[config.mk]
export PLATFORM = sky130hd
export DESIGN_NAME = csr_legalizer
export DESIGN_NICKNAME = d
export VERILOG_FILES = /design/src/rtl/csr_legal_pkg.sv /design/src/rtl/tvec_legal.sv /design/src/rtl/status_merge.sv /design/src/rtl/xlat_gate.sv /design/src/rtl/csr_legalizer.sv
export SDC_FILE = /design/constraint.sdc
export NUM_CORES = 1
export LEC_CHECK = 0
export BUFFER_PORTS_ARGS = -buffer_cell sky130_fd_sc_hd__buf_2
export CORE_ASPECT_RATIO = 0.9
export CORE_MARGIN = 4
export CORE_UTILIZATION = 47
export CTS_CLUSTER_DIAMETER = 50
export CTS_CLUSTER_SIZE = 16
export DETAILED_ROUTE_END_ITERATION = 12
export GPL_TIMING_DRIVEN = 0
export PLACE_DENSITY = 0.7
export RECOVER_POWER = 25
export SLEW_MARGIN = 20
export SYNTH_ARGS = -nofsm -noshare
export SYNTH_HDL_FRONTEND = slang
export SYNTH_SLANG_ARGS = --single-unit
export TNS_END_PERCENT = 1
[constraint.sdc]
create_clock -name clk -period 1.2 [get_ports clk]
set_clock_uncertainty 0.05 [all_clocks]
set_input_delay 0.06 -clock clk [delete_from_list [all_inputs] [get_ports clk]]
set_output_delay 0.06 -clock clk [all_outputs]
set_load 0.05 [all_outputs]
[src/rtl/csr_legal_pkg.sv]
package csr_legal_pkg;

    // register select encoding
    localparam logic [1:0] SEL_STATUS = 2'd0;
    localparam logic [1:0] SEL_MTVEC  = 2'd1;
    localparam logic [1:0] SEL_STVEC  = 2'd2;
    localparam logic [1:0] SEL_XLAT   = 2'd3;

    // privilege encoding
    localparam logic [1:0] PRIV_USER    = 2'd0;
    localparam logic [1:0] PRIV_SUPER   = 2'd1;
    localparam logic [1:0] PRIV_MACHINE = 2'd3;

    // trap-vector modes
    localparam logic [1:0] TV_DIRECT   = 2'd0;
    localparam logic [1:0] TV_VECTORED = 2'd1;

    // status bit positions
    localparam int ST_SIE    = 1;
    localparam int ST_MIE    = 3;
    localparam int ST_SPIE   = 5;
    localparam int ST_MPIE   = 7;
    localparam int ST_SPP    = 8;
    localparam int ST_MPP_LO = 11;
    localparam int ST_FS_LO  = 13;
    localparam int ST_MPRV   = 17;
    localparam int ST_SUM    = 18;
    localparam int ST_MXR    = 19;
    localparam int ST_TVM    = 20;
    localparam int ST_TW     = 21;
    localparam int ST_TSR    = 22;

    localparam logic [63:0] ONE64 = 64'd1;

    // bits software may change in the status word
    localparam logic [63:0] ST_WR_MASK64 =
        (ONE64 << ST_SIE)  | (ONE64 << ST_MIE)  | (ONE64 << ST_SPIE) |
        (ONE64 << ST_MPIE) | (ONE64 << ST_SPP)  |
        (ONE64 << ST_MPP_LO) | (ONE64 << (ST_MPP_LO + 1)) |
        (ONE64 << ST_FS_LO)  | (ONE64 << (ST_FS_LO + 1))  |
        (ONE64 << ST_MPRV) | (ONE64 << ST_SUM)  | (ONE64 << ST_MXR) |
        (ONE64 << ST_TVM)  | (ONE64 << ST_TW)   | (ONE64 << ST_TSR);

    // status bits whose change invalidates cached translations
    localparam logic [63:0] ST_XLAT_MASK64 =
        (ONE64 << ST_MPP_LO) | (ONE64 << (ST_MPP_LO + 1)) |
        (ONE64 << ST_MPRV) | (ONE64 << ST_SUM) | (ONE64 << ST_MXR);

    function automatic logic tvec_mode_ok(input logic [1:0] mode);
        return (mode == TV_DIRECT) || (mode == TV_VECTORED);
    endfunction

endpackage

[src/rtl/tvec_legal.sv]
module tvec_legal
    import csr_legal_pkg::*;
#(
    parameter int XLEN = 32
) (
    input  logic            wr_en,
    input  logic [XLEN-1:0] cur_q,
    input  logic [XLEN-1:0] wdata,
    output logic [XLEN-1:0] next_d,
    output logic            taken
);

    always_comb begin
        taken  = wr_en && tvec_mode_ok(wdata[1:0]);
        next_d = taken ? wdata : cur_q;
    end

endmodule

[src/rtl/status_merge.sv]
module status_merge
    import csr_legal_pkg::*;
#(
    parameter int XLEN = 32
) (
    input  logic            wr_en,
    input  logic [XLEN-1:0] cur_q,
    input  logic [XLEN-1:0] wdata,
    output logic [XLEN-1:0] next_d,
    output logic            xlat_touch
);

    localparam logic [XLEN-1:0] WR_MASK   = XLEN'(ST_WR_MASK64);
    localparam logic [XLEN-1:0] XLAT_MASK = XLEN'(ST_XLAT_MASK64);

    logic [XLEN-1:0] merged;

    always_comb begin
        merged     = (cur_q & ~WR_MASK) | (wdata & WR_MASK);
        next_d     = wr_en ? merged : cur_q;
        xlat_touch = wr_en && (((merged ^ cur_q) & XLAT_MASK) != '0);
    end

endmodule

[src/rtl/xlat_gate.sv]
module xlat_gate
    import csr_legal_pkg::*;
#(
    parameter int XLEN     = 32,
    parameter int ASID_LSB = 22,
    parameter int ASID_W   = 9
) (
    input  logic            wr_en,
    input  logic [1:0]      priv,
    input  logic            tvm,
    input  logic [XLEN-1:0] cur_q,
    input  logic [XLEN-1:0] wdata,
    output logic [XLEN-1:0] next_d,
    output logic            refuse,
    output logic            asid_flip
);

    localparam int ASID_MSB = ASID_LSB + ASID_W - 1;

    logic accept;

    always_comb begin
        refuse    = wr_en && (priv == PRIV_SUPER) && tvm;
        accept    = wr_en && !refuse;
        next_d    = accept ? wdata : cur_q;
        asid_flip = accept && (wdata[ASID_MSB:ASID_LSB] != cur_q[ASID_MSB:ASID_LSB]);
    end

endmodule

[src/rtl/csr_legalizer.sv]
module csr_legalizer
    import csr_legal_pkg::*;
#(
    parameter int XLEN     = 32,
    parameter int ASID_LSB = 22,
    parameter int ASID_W   = 9
) (
    input  logic            clk,
    input  logic            rst_n,
    input  logic            req_valid,
    input  logic            req_write,
    input  logic [1:0]      req_sel,
    input  logic [1:0]      req_priv,
    input  logic [XLEN-1:0] req_wdata,
    output logic [XLEN-1:0] rd_data,
    output logic            flush_o,
    output logic            illegal_o
);

    localparam int               NUM_TVEC = 2;
    localparam logic [XLEN-1:0]  WR_MASK  = XLEN'(ST_WR_MASK64);

    typedef struct packed {
        logic [XLEN-1:0] status;
        logic [XLEN-1:0] mtvec;
        logic [XLEN-1:0] stvec;
        logic [XLEN-1:0] xlat;
        logic            flush;
        logic            illegal;
    } state_t;

    state_t state_d, state_q;

    logic            is_wr;
    logic            st_we, xl_we;
    logic [XLEN-1:0] status_nx, xlat_nx;
    logic            st_touch, xl_refuse, xl_flip;

    logic [NUM_TVEC-1:0]            tv_we;
    logic [NUM_TVEC-1:0]            tv_taken;
    logic [NUM_TVEC-1:0][XLEN-1:0]  tv_cur;
    logic [NUM_TVEC-1:0][XLEN-1:0]  tv_nx;

    always_comb begin
        is_wr    = req_valid && req_write;
        st_we    = is_wr && (req_sel == SEL_STATUS);
        xl_we    = is_wr && (req_sel == SEL_XLAT);
        tv_we[0] = is_wr && (req_sel == SEL_MTVEC);
        tv_we[1] = is_wr && (req_sel == SEL_STVEC);
        tv_cur[0] = state_q.mtvec;
        tv_cur[1] = state_q.stvec;
    end

    status_merge #(.XLEN(XLEN)) u_status (
        .wr_en      (st_we),
        .cur_q      (state_q.status),
        .wdata      (req_wdata),
        .next_d     (status_nx),
        .xlat_touch (st_touch)
    );

    for (genvar gi = 0; gi < NUM_TVEC; gi++) begin : g_tvec
        tvec_legal #(.XLEN(XLEN)) u_tvec (
            .wr_en  (tv_we[gi]),
            .cur_q  (tv_cur[gi]),
            .wdata  (req_wdata),
            .next_d (tv_nx[gi]),
            .taken  (tv_taken[gi])
        );
    end

    xlat_gate #(.XLEN(XLEN), .ASID_LSB(ASID_LSB), .ASID_W(ASID_W)) u_xlat (
        .wr_en     (xl_we),
        .priv      (req_priv),
        .tvm       (state_q.status[ST_TVM]),
        .cur_q     (state_q.xlat),
        .wdata     (req_wdata),
        .next_d    (xlat_nx),
        .refuse    (xl_refuse),
        .asid_flip (xl_flip)
    );

    always_comb begin
        state_d         = state_q;
        state_d.status  = status_nx;
        state_d.mtvec   = tv_nx[0];
        state_d.stvec   = tv_nx[1];
        state_d.xlat    = xlat_nx;
        state_d.flush   = st_touch || xl_flip;
        state_d.illegal = xl_refuse;
    end

    always_ff @(posedge clk) begin
        if (!rst_n) begin
            state_q <= '0;
        end else begin
            state_q <= state_d;
        end
    end

    always_comb begin
        case (req_sel)
            SEL_STATUS: rd_data = state_q.status;
            SEL_MTVEC:  rd_data = state_q.mtvec;
            SEL_STVEC:  rd_data = state_q.stvec;
            default:    rd_data = state_q.xlat;
        endcase
    end

    assign flush_o   = state_q.flush;
    assign illegal_o = state_q.illegal;

    // a legal-mode vector write stores the written word
    a_r2_mtvec_stores: assert property (@(posedge clk) disable iff (!rst_n)
        (req_valid && req_write && req_sel == SEL_MTVEC && req_wdata[1:0] < 2'd2)
        |=> (state_q.mtvec == $past(req_wdata)));

    // reserved-mode vector writes leave the registers alone
    a_r3_mtvec_reserved_kept: assert property (@(posedge clk) disable iff (!rst_n)
        (req_valid && req_write && req_sel == SEL_MTVEC && req_wdata[1:0] >= 2'd2)
        |=> $stable(state_q.mtvec));
    a_r3_stvec_reserved_kept: assert property (@(posedge clk) disable iff (!rst_n)
        (req_valid && req_write && req_sel == SEL_STVEC && req_wdata[1:0] >= 2'd2)
        |=> $stable(state_q.stvec));

    // refused pointer write flags illegal and keeps the pointer
    a_r4_xlat_refused: assert property (@(posedge clk) disable iff (!rst_n)
        (req_valid && req_write && req_sel == SEL_XLAT &&
         req_priv == PRIV_SUPER && state_q.status[ST_TVM])
        |=> (illegal_o && $stable(state_q.xlat) && !flush_o));

    // non-writable status bits never move
    a_r6_status_fixed_bits: assert property (@(posedge clk) disable iff (!rst_n)
        (req_valid && req_write && req_sel == SEL_STATUS)
        |=> (((state_q.status ^ $past(state_q.status)) & ~WR_MASK) == '0));

    // a flush only follows a status or pointer write
    a_r7_flush_cause: assert property (@(posedge clk) disable iff (!rst_n)
        flush_o |-> $past(req_valid && req_write &&
                          (req_sel == SEL_STATUS || req_sel == SEL_XLAT)));

    // illegal only follows a pointer write
    a_r9_illegal_cause: assert property (@(posedge clk) disable iff (!rst_n)
        illegal_o |-> $past(req_valid && req_write && req_sel == SEL_XLAT));

    // reads never raise illegal
    a_r8_read_clean: assert property (@(posedge clk) disable iff (!rst_n)
        (req_valid && !req_write) |=> !illegal_o);

endmodule

# Word-level counts from Yosys, hierarchy flattened
# Index checks and enable logic that the tools add are counted.
dict set report classes {
  n_reduce_logical 18
  n_div 0
  addsub 0
  muxes 1
  n_mul 0
  n_bitwise 2
  n_eq_ne 6
  n_shift 0
  magnitude_cmp 0
}
# cell count
set op_table {}
lappend op_table {{$pmux 32 s3} 1}
lappend op_table {{$or 32x23->32} 1}
lappend op_table {{$reduce_bool 32->1} 1}
lappend op_table {{$xor 20x20->20} 1}
lappend op_table {{$logic_and 1x1->1} 12}
lappend op_table {{$ne 9x9->1} 1}
lappend op_table {{$eq 2x1->1 const B} 3}
lappend op_table {{$eq 2x2->1 const B} 2}
lappend op_table {{$logic_not 2->1} 2}
lappend op_table {{$logic_or 1x1->1} 2}
lappend op_table {{$logic_not 1->1} 1}
dict set report word_totals {
  latchBits 0
  rom_bits 0
  word_cells 33
  memories 0
  output_inout_bits 34
  input_bits 40
  register_bits 130
  ram_bits 0
}

# Longest topological paths before layout
# Gate-level depths: netlist of the first run.
dict set report depth {
  word_depth 8
  mapped_depth 7
  ltp_nobuf 4
}

# Modules after synthesis
# A second synthesis of the first run with hierarchy kept.
dict set report hier_totals {
  hier_cells 487
  hier_area_um2 6434.9
}
# mod seq_area_each_um2 instances area_per_inst_um2 cells_per_inst
set modules_own_cells {}
lappend modules_own_cells {csr_legalizer 2602.5 1 4327.9 318}
lappend modules_own_cells {tvec_legal 0.0 2 523.0 38}
lappend modules_own_cells {xlat_gate 0.0 1 641.9 52}
lappend modules_own_cells {status_merge 0.0 1 419.2 41}

# Worst setup path before layout of the first run
# OpenSTA, ideal clock, no wires.
dict set report synth_timing {
  path_kind {in2out}
  from {input port req_sel[1]}
  to {output port rd_data[10]}
  t_required_ns 1.090
  path_stages 4
  arrival_time_ns 1.324
  n_path_buf 3
  path_slack_ns -0.234
  cell_sequence {buf_2 > buf_1 > clkbuf_1 > a22o_1}
}
dict set report synth_between {
  elab_chain_cells 2
  elab_cells_between_ends 4
  classes_between {eq/ne: 2; mux: 1; reduce/logical: 1}
}
# element line_no
set synth_rtl {}
lappend synth_rtl {{start, declared} csr_legalizer.sv:12} ;# input logic [1:0] req_sel,
lappend synth_rtl {{$eq 2x2->1 (tied with other cells)} csr_legalizer.sv:102} ;# case (req_sel)
lappend synth_rtl {{$pmux 32 s3 *} csr_legalizer.sv:102}
lappend synth_rtl {{end, declared} csr_legalizer.sv:15} ;# output logic [XLEN-1:0] rd_data,
# Mark *: on every way between the ends. The rest lies on a longest branch, timed or not.

# Worst setup path in the final report of the first run
dict set report layout_timing {
  from {register state_q[118] in the netlist's numbering}
  to {output port rd_data[20]}
}
dict set report layout_between {
  elab_chain_cells 1
}
# element line_no
set layout_rtl {}
lappend layout_rtl {{start, declared} csr_legalizer.sv:32} ;# state_t state_d, state_q;
lappend layout_rtl {{start signal, assigned} csr_legalizer.sv:97} ;# state_q <= state_d;
lappend layout_rtl {{$pmux 32 s3} csr_legalizer.sv:102}
# No other way between the ends.

==> results of run 1 <==
-- stage by stage --
| stage | TNS [ns] | instances |
|---|---|---|
| final | -15.00 | 840 |
| after CTS | -18.77 | 840 |
| after detailed placement | -54.22 | 773 |
| after global placement | -50.58 | 773 |
| after global routing | -21.29 | 840 |
| after floorplan | -3.01 | 572 |
-- path summary, 6_finish.rpt --
path | from | to | slack (ns)
max | state_q[118]$_SDFFE_PN0P_ | rd_data[20] | -0.33
min | req_wdata[1] | state_q[65]$_SDFFE_PN0P_ | -0.02
max reg2reg | state_q[118]$_SDFFE_PN0P_ | flush_o$_SDFF_PN0_ | -0.25
min reg2reg | state_q[78]$_SDFFE_PN0P_ | state_q[78]$_SDFFE_PN0P_ | 0.40
-- area by class of cell --
class	instances	area, um^2
repair buffers	107	915
well taps	129	161
plain buffers	46	290
flip-flops and latches	113	2270
multi-input cells	413	2640
clock buffers	21	460
clock inverters	11	113
fillers	826	3520
-- repair_timing --
item | CTS | global route
setup endpoints to repair | 102 | 97
gates resized for setup | 96 | 15
hold endpoints to repair | 110 | 1
setup buffers | 2 | 0
-- power groups by stage --
stage          Combinational, W  Clock (W)  Sequential, W
2_1_floorplan          0.000418          0        0.00392
3_3_place_gp           0.000670          0        0.00392
3_5_place_dp           0.000681          0        0.00393
4_1_cts                0.000810    0.00489        0.00385
5_1_grt                0.000877    0.00514        0.00385
6_report               0.000817    0.00488        0.00385
-- metal layers --
metal	vias up	GRT usage [%]	share of wire [%]
li1	2178	-	-
met1	2185	30.1	42
met2	174	39.5	49
met3	24	6.70	7.5
met4	0	9.62	1.7
met5	-	0	0
-- sequential cells by signal (all words and copies together) (netlist names) --
signal     cells
state_q      111
flush_o        1
illegal_o      1
-- kinds of logic (layout without fill, tap and decap cells) --
| group | count (synthesis) | in the layout | synth area share, % |
|---|---|---|---|
| compound gates | 128 | 128 | 19.4 |
| xor+xnor | 14 | 14 | 2.42 |
| buf+inv | 46 | 185 | 4.15 |
| flops | 113 | 113 | 44.6 |
| mux | 32 | 32 | 10.4 |
| simple gates | 239 | 239 | 19.0 |
-- worst register-to-register path: stages, from the launching register on --
cell,delay [ns]
dfxtp_1,0.32
and3b_1,0.21
nor2_2,0.27
clkbuf_4,0.29
nand2_1,0.07
o21ai_1,0.17
-- placed cells by master (no fill, tap or decap), types with 3 or more instances in the layout --
master,netlist,routed
clkbuf_2,0,7
clkinv_2,0,6
a22o_2,0,9
clkbuf_4,0,3
clkbuf_1,22,17
clkbuf_16,0,17
buf_4,1,11
xnor2_1,10,10
buf_6,1,36
a21boi_0,0,7
a22o_1,17,7
xor2_1,4,4
dfxtp_2,0,10
a21boi_1,109,102
dlygate4sd3_1,0,32
buf_2,21,45
dfxtp_1,113,103
mux2_2,1,3
clkinvlp_4,0,3
mux4_2,15,15
nand2_1,221,221
mux2_1,16,13
buf_8,0,3
==> flow_summary.toml, run 1 <==
[critical_path]
worstPathRequired_ns = 1.09
path_buf_inv = 1
cp.depth = 2
worstPathCellList = "mux4_2 > buf_6"
end_kind = "output port"
critPathLaunchType = "register"
critPathKind = "register to output port"
critPathArrivalTime_ns = 1.42
rr_worst_depth = 5
path_max_fanout = 3
critPathMaxStageDelay_ns = 0.50
crit_family = "multiplexers"
crit_slowest_cell = "mux4_2"

[outcome]
status = "finished, violations left"
violations = "hold timing, setup timing"

[timing]
setup_viol = 79
min_period_ns = 1.53
finalHoldViolCount = 1
slew_violations = 0
fmax_mhz = 655
holdWs_ns = -0.0235
setup_ws_ns = -0.327
slew_headroom_pct = 64.7
rsz0062_at_grt = "yes"
period_share_pct = 127
tightest_slew_ns = 0.529

[placement]
place.gp.congestion = 0.845
port_buffers = 72
placed_area_um2 = 5640
hpwl_mm = 9.63
place_ws_ns = -0.671

[global_route]
grt_overflow = 0
grt_start_max_net_pins = 17
grt_usage_pct = 24.0
grt_pass1_vias = 4498
grt_antenna_before_repair = 0
grt_pass1_wl_mm = 23.3

[layout]
drive_gt1_share_pct = 25.2
fin_area_um2 = 6860
diodes = 0
synthToLayoutAreaGrowth_pct = 35.3
final_util_pct = 66.1
final_nets = 738

[pwr]
leakage_nw = 2.63
combPwrFrac_pct = 8.6
power_frac_clock_pct = 51.1
intPower_w = 0.00732
vdd_drop_max_mv = 1.03
power_w = 0.00955
power_density_nw_per_um2 = 1390
switching_share_pct = 23.3
seq_power_share_pct = 40.3
p_sw_w = 0.00223

[drt]
wl_per_cell_um = 17.3
ant_nets = 0
firstDrtPassIters = 5
drc = 0
drt_iter0_markers = 330
drt-total-wl_mm = 14.6
vias_per_cell = 5.43
vias = 4561

[synth]
ys_seq_area_share_pct = 44.6
synthCells = 572
synth_most_common_cell = "nand2_1"
ys.flop_type = "dfxtp_1"
avgSynthCellArea_um2 = 8.86
synth_cell_type_count = 30
ys_warn_count = 0
synth-edff-count = 0
syn_nets = 612
yosysTopAreaCellShare_pct = 44.6
syn_area_um2 = 5070
async_flop_share_pct = 0
synth_area_leaders = "dfxtp_1 (45%), nand2_1 (16%), a21boi_1 (16%)"
ys_top_cells_by_count = "nand2_1 (221), dfxtp_1 (113), a21boi_1 (109), clkbuf_1 (22), buf_2 (21)"
ys_ff_latch = 113
synth_top_area_cell = "dfxtp_1"

[cts]
cts.clk_slew.worst_paths_ns = 0.05
clkSinkCount = 113
cts_buffers = 17
clock-root-buffer = "clkbuf_16"
insertion_delay_ns = 0.41
hold_buffers = 33
clk_path_buf_depth = 2
htreeDepth = 4
cts_tree = "built"

[min_path]
min-delay-path-class = "input pin to register"
hold_depth = 4

[floorplan]
die_w_um = 117
core_um2 = 10400
core.rowCount = 35
initial_core_util_pct = 48.8
die_h_um = 107
io_pins = 74
dieArea_um2 = 12500

[flow_run]
cap_violations = 0
No activity file was read; power rests on OpenSTA's default activity.
==> inputs of run 2 (changes only) <==
--- a/config.mk
+++ b/config.mk
@@ -14,9 +14,10 @@
 export DETAILED_ROUTE_END_ITERATION = 12
 export GPL_TIMING_DRIVEN = 0
-export PLACE_DENSITY = 0.7
+export PLACE_DENSITY = 0.69
 export RECOVER_POWER = 25
 export SLEW_MARGIN = 20
 export SYNTH_ARGS = -nofsm -noshare
 export SYNTH_HDL_FRONTEND = slang
+export SYNTH_HIERARCHICAL = 1
 export SYNTH_SLANG_ARGS = --single-unit
 export TNS_END_PERCENT = 1
--- a/constraint.sdc
+++ b/constraint.sdc
@@ -3,3 +3,3 @@
 set_input_delay 0.06 -clock clk [delete_from_list [all_inputs] [get_ports clk]]
 set_output_delay 0.06 -clock clk [all_outputs]
-set_load 0.05 [all_outputs]
+set_load 0.02 [all_outputs]
==> run 2 against run 1 <==
Effect of this change:
- the run ends with setup timing left
- clock-buffer cell count unchanged
- hold slack improved by 0.040 ns
- synthesized cell count decreased by 15%
- global-route usage decreased by 3.9 points
- register-to-register slack improved by 0.02 ns
- non-clock buffer count increased by 6
- core utilization decreased by 4.7 points
- synthesized area increased by 27%
- clock power decreased by 2%
- critical endpoint is now rd_data[22]
- worst setup slack improved by 0.016 ns
- sequential cell count increased by 17
==> flow_summary.toml, run 2 <==
[cts]
clock-root-buffer = "clkbuf_16"
cts_tree = "built"
cts.clk_slew.worst_paths_ns = 0.06
insertion_delay_ns = 0.42
cts_buffers = 17
htreeDepth = 4
clkSinkCount = 130
clk_path_buf_depth = 2

[min_path]
min-delay-path-class = "input pin to register"

[drt]
ant_nets = 0
drt_iter0_markers = 227
vias = 4032
wl_per_cell_um = 18.7
drc = 0
vias_per_cell = 5.09
firstDrtPassIters = 4
drt-total-wl_mm = 14.8

[placement]
port_buffers = 70
place_ws_ns = -0.466
placed_area_um2 = 7040
place.gp.congestion = 0.760
hpwl_mm = 9.62

[critical_path]
worstPathRequired_ns = 1.09
critPathKind = "register to output port"
critPathArrivalTime_ns = 1.40
path_max_fanout = 2
end_kind = "output port"
critPathLaunchType = "register"

[global_route]
grt_usage_pct = 20.1
grt_pass1_vias = 4595
grt_antenna_before_repair = 0
grt_pass1_wl_mm = 24.4
grt_start_max_net_pins = 17
grt_overflow = 0

[layout]
top_register = "state_q"
fin_area_um2 = 8200
largest_register_ffs = 128
synthToLayoutAreaGrowth_pct = 27.5
layout_common_cells = "dfxtp_1 (112), and2_1 (109), mux2_4 (94), buf_2 (56)"
fill_cells = 1031
final_nets = 651
mostFrequentLayoutCell = "dfxtp_1"
diodes = 0
drive_gt1_share_pct = 51.9
final_util_pct = 61.3

[pwr]
power_w = 0.0101
leakage_nw = 3.84
power_density_nw_per_um2 = 1230
vdd_drop_max_mv = 1.09

[floorplan]
io_pins = 74
die_w_um = 131
core_um2 = 13400
core.rowCount = 40
dieArea_um2 = 15600
die_h_um = 119
initial_core_util_pct = 48.1

[timing]
setup_viol = 65
fmax_mhz = 662
finalSetupTns_ns = -15.01
finalHoldViolCount = 0
rsz0062_at_grt = "yes"
slew_headroom_pct = 61.3
min_period_ns = 1.51
period_share_pct = 126
tightest_slew_ns = 0.581
setup_ws_ns = -0.311
slew_violations = 0

[synth]
syn_area_um2 = 6430
ys_warn_count = 6
synthCells = 485
syn_nets = 525
avgSynthCellArea_um2 = 13.3

[flow_run]
cap_violations = 0

[outcome]
status = "finished, violations left"
violations = "setup timing"
run 2: metrics by stage:
step / hold WS, ns / std cells
after detailed placement: 0.379 / 723
after CTS: 0.00436 / 789
after global routing: 0.0341 / 792
final: 0.0169 / 792
after global placement: 0.368 / 723
after floorplan: 0.250 / 485
run 2: worst paths after layout:
kind	startpoint	to	slack, ns	cells past startpoint
worst min register to register	state_q[102]$_SDFF_PN0_	state_q[102]$_SDFF_PN0_	0.50	2
worst max register to register	state_q[118]$_SDFF_PN0_	state_q[13]$_SDFF_PN0_	-0.23	5
worst min-delay path	req_wdata[17]	state_q[115]$_SDFF_PN0_	0.02	3
worst max-delay path	state_q[56]$_SDFF_PN0_	rd_data[22]	-0.31	2
run 2: final cells by class:
| class | instances | area, um^2 | area share [%] |
|---|---|---|---|
| Clock inverter | 11 | 87.6 | 1.07 |
| Buffer | 52 | 549 | 6.70 |
| Inverter | 1 | 3.75 | 0.0458 |
| Multi-Input combinational cell | 302 | 3450 | 42.1 |
| Tap cell | 168 | 210 | 2.56 |
| Timing Repair Buffer | 107 | 806 | 9.83 |
| Clock buffer | 21 | 460 | 5.62 |
| Sequential cell | 130 | 2630 | 32.0 |
run 2: power breakdown:
group | internal (W) | switching (W) | leakage [nW]
sequential | 0.00438 | 0.0000352 | 1.06
combinational | 0.000498 | 0.000395 | 2.52
clock | 0.00292 | 0.00186 | 0.268
total | 0.00780 | 0.00229 | 3.84
run 2: critical path, stage by stage (launching register included):
cell and delay [ns]:
dfxtp_2 0.32, mux4_2 0.50, buf_6 0.16
run 2: what timing repair did:
item | in CTS | in global routing
gates cloned | 0 | 0
endpoints found under the setup margin | 78 | 126
hold endpoints to repair | 94 | 0
hold buffers | 31 | 0
gates resized for setup | 55 | 35
buffers inserted | 3 | 3
pin swaps | 1 | 0
run 2: metal layers:
layer  share of wire (%)  GRT usage, %
met5                   0             0
met4                 2.1          8.46
met3                 4.7          5.53
met2                  49          33.2
met1                  44          24.8
==> inputs of run 3 (changes only) <==
SETUP_SLACK_MARGIN = 0.4   (was not set)
==> run 3 against run 2 <==
Effect of this change:
- the run ends with hold timing, setup timing left
- sequential power about the same
- critical endpoint unchanged
- core utilization down 1.2 points
- power down 0.54%
- non-clock buffer count down 33
- via count down 1.9%
- wire length down 1.1%
==> flow_summary.toml, run 3 (synthesized netlist as in run 2, its figures left out) <==
[timing]
holdWs_ns = -0.0420
fmax_mhz = 667
period_share_pct = 125
finalHoldViolCount = 43
setup_ws_ns = -0.300
tightest_slew_ns = 0.633
slew_headroom_pct = 57.8
setup_viol = 65
finalSetupTns_ns = -15.26
rsz0062_at_grt = "yes"
min_period_ns = 1.50
slew_violations = 0

[drt]
wl_met1_mm = 6.46
routed.top_layer = "met4"
drc = 0
ant_nets = 0
firstDrtPassIters = 4
drt-total-wl_mm = 14.6
wl_per_cell_um = 19.3
drt_iter0_markers = 222
routed-wl-met2_mm = 7.19
vias_per_cell = 5.21
wl_met3_um = 702
vias = 3957

[global_route]
grt_usage_pct = 19.8
grt_pass1_wl_mm = 23.9
grt_pass1_vias = 4423
grt_overflow = 0
grt_start_max_net_pins = 17
grt_antenna_before_repair = 1

[critical_path]
r2r-end = "state_q[13]$_SDFF_PN0_"
critPathKind = "register to output port"
critPathLaunchType = "register"
cp-endpoint = "rd_data[22]"
end_kind = "output port"
crit-reg2reg-launch = "state_q[118]$_SDFF_PN0_"
path_max_fanout = 2
worstPathRequired_ns = 1.09
reg2reg_slack_ns = -0.23
critPathArrivalTime_ns = 1.39
rr_worst_depth = 5
critPathLaunch = "state_q[56]$_SDFF_PN0_"

[layout]
layout_common_cells = "dfxtp_1 (113), mux2_4 (101), and2_1 (71), and2_4 (57), buf_2 (54)"
fin_area_um2 = 8030
final_util_pct = 60.1
synthToLayoutAreaGrowth_pct = 24.9
final_nets = 618
drive_gt1_share_pct = 61.3
mostFrequentLayoutCell = "dfxtp_1"
largest_register_ffs = 128
top_register = "state_q"

[cts]
insertion_delay_ns = 0.42
clk_path_buf_depth = 2
cts.clk_slew.worst_paths_ns = 0.05
cts_tree = "built"
clkSinkCount = 130
htreeDepth = 4
cts_buffers = 17
clock-root-buffer = "clkbuf_16"

[pwr]
vdd_drop_max_mv = 1.05
leakage_nw = 3.79
power_density_nw_per_um2 = 1250

[outcome]
status = "finished, violations left"
violations = "hold timing, setup timing"

[placement]
port_buffers = 70
hpwl_mm = 9.62
place.gp.congestion = 0.760
placed_area_um2 = 7040

[floorplan]
core_um2 = 13400
die_w_um = 131
initial_core_util_pct = 48.1
core.rowCount = 40
io_pins = 74
die_h_um = 119
dieArea_um2 = 15600

[min_path]
min-delay-path-class = "input pin to register"

[flow_run]
cap_violations = 0
[run 3: changes by cell type in the layout (fill, tap and decap cells not counted)]
cell and delta:
dlygate4sd3_1 -31, buf_2 -2, buf_6 +1, and2_1 -38, buf_16 +1, mux2_4 +7, buf_4 -2, dfxtp_1 +1
dfxtp_2 -1, diode_2 +1, and2_0 -3, mux2_2 -7, and2_4 +41
[run 3: critical path: stages, from the launching register on]
cell     delay (ns)
dfxtp_2        0.32
mux4_2         0.50
buf_6          0.16
[run 3: through the flow]
step | setup WS [ns] | total power, W | hold slack (ns) | instances
finish | -0.300 | 0.0100 | -0.0420 | 760
floorplan | -0.309 | 0.00500 | 0.250 | 485
CTS | -0.322 | 0.0101 | -0.0653 | 758
global route | -0.341 | 0.0104 | -0.0393 | 760
global placement | -0.443 | 0.00524 | 0.368 | 723
detailed placement | -0.466 | 0.00527 | 0.379 | 723
[run 3: final cells by class]
cell class                 count  area, um^2
fill                        1051        5330
multi-input combinational    302        3580
sequential                   130        2620
buffer                        52         566
timing repair buffer          74         493
clock buffer                  21         460
tap                          168         210
clock inverter                11        87.6
inverter                       1        3.75
antenna                        1        2.50
[run 3: worst min-delay path by stage]
stage / cells after the start / to / slack [ns] / from
2_1_floorplan: 2 / state_q[36]$_SDFF_PN0_ / 0.25 / req_wdata[2]
3_3_place_gp: 3 / state_q[2]$_SDFF_PN0_ / 0.37 / req_wdata[0]
3_5_place_dp: 3 / state_q[2]$_SDFF_PN0_ / 0.38 / req_wdata[0]
4_1_cts: 3 / state_q[2]$_SDFF_PN0_ / -0.07 / req_wdata[0]
5_1_grt: 3 / state_q[2]$_SDFF_PN0_ / -0.04 / req_wdata[0]
6_report: 3 / state_q[2]$_SDFF_PN0_ / -0.04 / req_wdata[0]
[run 3: routing by layer]
layer,track usage (%),vias to the layer above
li1,-,1843
met1,24.5,1999
met2,32.4,96
met3,4.98,19
met4,9.65,0
met5,0,-
[run 3: repair_timing]
item / 4_1_cts / 5_1_grt
gates resized for setup: 115 / 29
pin swaps: 4 / 1
cloned: 0 / 0
endpoints found under the setup margin: 147 / 147
endpoints found under the hold margin: 91 / 44
setup buffers: 3 / 1
[run 3: power by group]
| part | switching (W) | leakage [nW] | internal, W |
|---|---|---|---|
| Combinational | 0.000388 | 2.47 | 0.000452 |
| Sequential | 0.0000361 | 1.06 | 0.00438 |
| Clock | 0.00186 | 0.268 | 0.00292 |
| Total | 0.00228 | 3.79 | 0.00776 |
